`config.mk`:
```
export PLATFORM = sky130hd
export DESIGN_NAME = csk_adder
export DESIGN_NICKNAME = d
export VERILOG_FILES = /design/src/rtl/csk_pkg.sv /design/src/rtl/csk_ripple.sv /design/src/rtl/csk_skip_cell.sv /design/src/rtl/csk_incr.sv /design/src/rtl/csk_adder.sv
export SDC_FILE = /design/constraint.sdc
export NUM_CORES = 1
export LEC_CHECK = 0
export BUFFER_PORTS_ARGS = -buffer_cell sky130_fd_sc_hd__clkbuf_2
export CAP_MARGIN = 40
export CORE_MARGIN = 5
export CORE_UTILIZATION = 52
export DETAILED_ROUTE_END_ITERATION = 8
export GPL_TIMING_DRIVEN = 0
export PLACE_DENSITY = 0.91
export RECOVER_POWER = 25
export SETUP_SLACK_MARGIN = 0.5
export SLEW_MARGIN = 20
export SYNTH_ARGS = -nofsm -noshare
export SYNTH_HDL_FRONTEND = slang
export SYNTH_HIERARCHICAL = 1
export SYNTH_SLANG_ARGS = --single-unit
```
`constraint.sdc`:
```
create_clock -name clk -period 1.6 [get_ports clk]
set_clock_uncertainty 0.2 [all_clocks]
set_input_delay 0.16 -clock clk [delete_from_list [all_inputs] [get_ports clk]]
set_output_delay 0.16 -clock clk [all_outputs]
set_load 0.02 [all_outputs]
```
`src/rtl/csk_pkg.sv`:
```
package csk_pkg;

    // Inter-stage carry wires alternate polarity: odd stages carry the complement.
    function automatic logic carry_true(input logic raw, input int unsigned stage);
        return (stage % 2 == 1) ? ~raw : raw;
    endfunction

    function automatic int unsigned stage_count(input int unsigned width, input int unsigned stage);
        return (width + stage - 1) / stage;
    endfunction

endpackage

```
`src/rtl/csk_ripple.sv`:
```
module csk_ripple #(
    parameter int unsigned W = 4
) (
    input  logic [W-1:0] a_i,
    input  logic [W-1:0] b_i,
    input  logic         cin_i,
    output logic [W-1:0] sum_o,
    output logic         cout_o,
    output logic         pall_o
);
    logic [W:0]   chain;
    logic [W-1:0] half;

    assign chain[0] = cin_i;
    assign half     = a_i ^ b_i;

    for (genvar k = 0; k < W; k++) begin : g_bit
        assign sum_o[k]     = half[k] ^ chain[k];
        assign chain[k + 1] = (a_i[k] & b_i[k]) | (half[k] & chain[k]);
    end

    assign cout_o = chain[W];
    assign pall_o = &half;
endmodule

```
`src/rtl/csk_skip_cell.sv`:
```
module csk_skip_cell #(
    parameter bit IN_INV = 1'b0
) (
    input  logic gen_i,
    input  logic pall_i,
    input  logic carry_i,
    output logic carry_o
);
    if (!IN_INV) begin : g_aoi
        // True carry in, complemented carry out.
        assign carry_o = ~(gen_i | (pall_i & carry_i));
    end else begin : g_oai
        // Complemented carry in, true carry out.
        assign carry_o = ~((~gen_i) & ((~pall_i) | carry_i));
    end
endmodule

```
`src/rtl/csk_incr.sv`:
```
module csk_incr #(
    parameter int unsigned W = 4
) (
    input  logic [W-1:0] isum_i,
    input  logic         carry_i,
    output logic [W-1:0] sum_o
);
    logic [W:0] prefix;

    assign prefix[0] = 1'b1;
    for (genvar k = 0; k < W; k++) begin : g_bit
        assign prefix[k + 1] = prefix[k] & isum_i[k];
        assign sum_o[k]      = isum_i[k] ^ (carry_i & prefix[k]);
    end
endmodule

```
`src/rtl/csk_adder.sv`:
```
module csk_adder
    import csk_pkg::*;
#(
    parameter int unsigned WIDTH = 16,
    parameter int unsigned STAGE = 4
) (
    input  logic             clk,
    input  logic             rst_n,
    input  logic [WIDTH-1:0] a_i,
    input  logic [WIDTH-1:0] b_i,
    input  logic             cin_i,
    output logic [WIDTH-1:0] sum_o,
    output logic             cout_o
);
    localparam int unsigned NSTG = stage_count(WIDTH, STAGE);

    typedef struct packed {
        logic             cout;
        logic [WIDTH-1:0] sum;
    } result_t;

    result_t          res_d, res_q;
    logic [WIDTH-1:0] sum_w;
    logic             carry_w [NSTG];
    logic             ctrue_w [NSTG];
    logic             gen_w   [NSTG];
    logic             pall_w  [NSTG];

    for (genvar s = 0; s < NSTG; s++) begin : g_stage
        localparam int unsigned LO = s * STAGE;
        localparam int unsigned SW = (s == NSTG - 1) ? (WIDTH - LO) : STAGE;
        localparam int unsigned HI = LO + SW - 1;

        assign ctrue_w[s] = carry_true(carry_w[s], s);

        if (s == 0) begin : g_first
            // plain ripple stage fed by the external carry
            csk_ripple #(.W(SW)) u_rca (
                .a_i   (a_i[HI:LO]),
                .b_i   (b_i[HI:LO]),
                .cin_i (cin_i),
                .sum_o (sum_w[HI:LO]),
                .cout_o(carry_w[s]),
                .pall_o(pall_w[s])
            );
            assign gen_w[s] = carry_w[s];
        end else begin : g_upper
            logic [SW-1:0] isum;

            csk_ripple #(.W(SW)) u_rca (
                .a_i   (a_i[HI:LO]),
                .b_i   (b_i[HI:LO]),
                .cin_i (1'b0),
                .sum_o (isum),
                .cout_o(gen_w[s]),
                .pall_o(pall_w[s])
            );

            csk_skip_cell #(.IN_INV((s - 1) % 2 == 1)) u_skip (
                .gen_i  (gen_w[s]),
                .pall_i (pall_w[s]),
                .carry_i(carry_w[s - 1]),
                .carry_o(carry_w[s])
            );

            csk_incr #(.W(SW)) u_inc (
                .isum_i (isum),
                .carry_i(ctrue_w[s - 1]),
                .sum_o  (sum_w[HI:LO])
            );

            assert_excl_R3: assert property (@(posedge clk) disable iff (!rst_n)
                !(gen_w[s] && pall_w[s]));
            assert_skip_prop_R4: assert property (@(posedge clk) disable iff (!rst_n)
                pall_w[s] |-> (ctrue_w[s] == ctrue_w[s - 1]));
            assert_skip_gen_R5: assert property (@(posedge clk) disable iff (!rst_n)
                gen_w[s] |-> ctrue_w[s]);
            assert_incr_idle_R6: assert property (@(posedge clk) disable iff (!rst_n)
                !ctrue_w[s - 1] |-> (sum_w[HI:LO] == isum));
        end
    end

    always_comb begin
        res_d      = res_q;
        res_d.sum  = sum_w;
        res_d.cout = ctrue_w[NSTG - 1];
    end

    always_ff @(posedge clk or negedge rst_n) begin
        if (!rst_n) res_q <= '0;
        else        res_q <= res_d;
    end

    assign sum_o  = res_q.sum;
    assign cout_o = res_q.cout;

    assert_sum_R1: assert property (@(posedge clk) disable iff (!rst_n)
        $past(rst_n) |-> ({cout_o, sum_o} ==
            ((WIDTH + 1)'($past(a_i)) + (WIDTH + 1)'($past(b_i)) + (WIDTH + 1)'($past(cin_i)))));
endmodule

```
==> summary.txt <==
Outcome
  – Status: finished, violations left
  – Failing checks: negative hold slack, negative setup slack

Placement
  – Placer Congestion: 0.748
  – Post-DP HPWL: 2150 microns
  – Pre-CTS WS: -1.08 ns
  – Placed inst area: ~1600 sq um
  – I/O Buffers: 51

Drt
  – Initial DRC count: between 50 and 60
  – DR vias: a little under 1000
  – Residual DRC: 0
  – Drt wl/cell: 17.5 microns
  – DR pass1 iterations: 4
  – Post-route ant nets: 0
  – Final wirelength: around 3600 microns
  – Vias/cell: 4.81

Clocking
  – Longest Clk Path Bufs: 2
  – CTS tree: yes
  – # hold bufs at CTS: 1
  – Worst-path clk slew: 0.12 ns
  – TritonCTS buffer count: 3
  – Clock root buffer: clkbuf_4
  – H-tree Lvls: 1
  – Clock Sinks: 17

Global routing
  – Largest net degree at the start of global routing: 18
  – Met1 global-route usage: 0.220
  – Number of antenna violations at the first check in global routing: 0
  – GRT Resource Usage Total: 0.207
  – Met2 Use GR: 0.367
  – Remaining global-route overflow: 0
  – Vias in the first global route: 1041
  – Gr busiest metal: met2
  – First-pass GRT wire length: 5050 microns
  – Met3 usage: 0.0632

Power
  – Power Dens Cells: 894 nW/um^2
  – Leakage: 1.02 nW
  – Peak VDD IR: 0.752 mV

STA
  – Post-route clock period utilization: 1.45
  – TNS Setup: -7.17 ns
  – Slew Viols, Final: 0
  – Final setup fails: 14
  – Fmax achieved: 431 MHz
  – Worst-margin pin slew: 0.963 ns
  – Fin crit period: roughly 2.3 ns
  – Setup ws final: -0.718 ns
  – Hold Fails Final Rpt: 2
  – RSZ-0062 raised after global routing: yes
  – Hold Slack: -0.0288 ns
  – Slew HR: 0.358

Floorplanning
  – Chip width: 59.3 microns
  – Initial Util: 0.560
  – Core box area: 2250 sq um
  – I/O Pins: 52
  – Core Rows: 17
  – Chip height: 59.3 microns
  – Die Footprint: 3510 sq um

Min path
  – HP Start: b_i[1]
  – Hold Path Class: in -> reg
  – Hold Path End: sum_o[1]$_DFF_PN0_
  – Number of stages on the worst hold path: 2

Finish
  – Util after Layout: 0.865
  – Layout area overhead: 54.4%
  – ANT cells: 0
  – Layout cells sized above 1: 0.491
  – Nets@finish: 242
  – Final instance area: 1950 sq um

Run
  – Max_cap viols: 0

Synthesis
  – Synthesized cell area: 1260 sq um
  – Avg Cell Area, Syn: 11.2 sq um
  – Mapped Cells: 113
  – Yosys Warn Count: 6

Worst setup path
  – Critical Path RT: 1.60 ns
  – CP Class: in -> reg
  – Worst setup EP type: register
  – Arrival time worst endpoint: 2.32 ns
  – Startpoint types: input pin
  – Crit-path max FO: 4
[sequential cells by signal, summed over array words and instances, names as in the netlist]
register / cells
sum_o: 16
cout_o: 1
[worst max-delay path by stage]
stage	slack, ns	cells after the start	from	to
final	-0.72	14	a_i[0]	sum_o[13]$_DFF_PN0_
after global routing	-0.78	14	a_i[0]	sum_o[13]$_DFF_PN0_
after CTS	-0.72	14	b_i[0]	sum_o[13]$_DFF_PN0_
after detailed placement	-1.08	14	a_i[0]	sum_o[13]$_DFF_PN0_
after global placement	-1.03	14	a_i[0]	sum_o[13]$_DFF_PN0_
after floorplan	-0.75	13	a_i[0]	sum_o[13]$_DFF_PN0_
[through the flow]
step / std cells / total power, mW
after floorplan: 115 / 0.961
after global placement: 194 / 1.18
after detailed placement: 194 / 1.21
after CTS: 202 / 1.65
after global routing: 203 / 1.84
final: 203 / 1.74
[power breakdown]
group | total (mW) | switching [mW] | leakage (nW) | internal (mW)
logic | 0.895 | 0.441 | 0.805 | 0.454
registers | 0.592 | 0.0556 | 0.198 | 0.537
clock network | 0.255 | 0.162 | 0.0177 | 0.0933
total | 1.74 | 0.659 | 1.02 | 1.08
[placed cells by master (no fill, tap or decap), drive strengths merged]
| cell type | n |
|---|---|
| dfrtp | 17 |
| nand3 | 3 |
| a21oi | 2 |
| clkinv | 2 |
| ha | 15 |
| dlygate4sd3 | 1 |
| inv | 42 |
| and4 | 3 |
| xnor2 | 6 |
| fa | 16 |
| a21o | 1 |
| conb | 3 |
| clkbuf | 50 |
| nand4 | 3 |
| buf | 8 |
| xor2 | 3 |
[cell type report]
type / count / area (sq um)
sequential: 17 / 425
fill: 98 / 305
tap: 28 / 35.0
multi-input combinational: 55 / 766
clock buffer: 3 / 22.5
timing repair buffer: 56 / 499
clock inverter: 1 / 5.00
inverter: 43 / 196
[metal layers]
layer  wire, microns  vias up  share of wire
li1                -      438              -
met1            1340      483           0.38
met2            1850       48           0.52
met3             292        8          0.082
met4              76        0          0.021
met5               0        -              0
[worst max-delay path, cell delays in order]
cell	delay [ns]
clkbuf_16	0.13
inv_12	0.04
fa_2	0.18
inv_2	0.04
fa_2	0.34
fa_2	0.35
inv_2	0.07
fa_2	0.20
inv_2	0.05
a21oi_2	0.15
inv_1	0.07
a21o_4	0.23
ha_4	0.16
xor2_1	0.14
[repair_timing]
action                     CTS  global route
gates resized for setup     43            14
setup endpoints to repair   33            33
pin swaps                    8            11
hold endpoints to repair    19             2
setup buffers                3             1
Power figures use the tool's default switching activity.
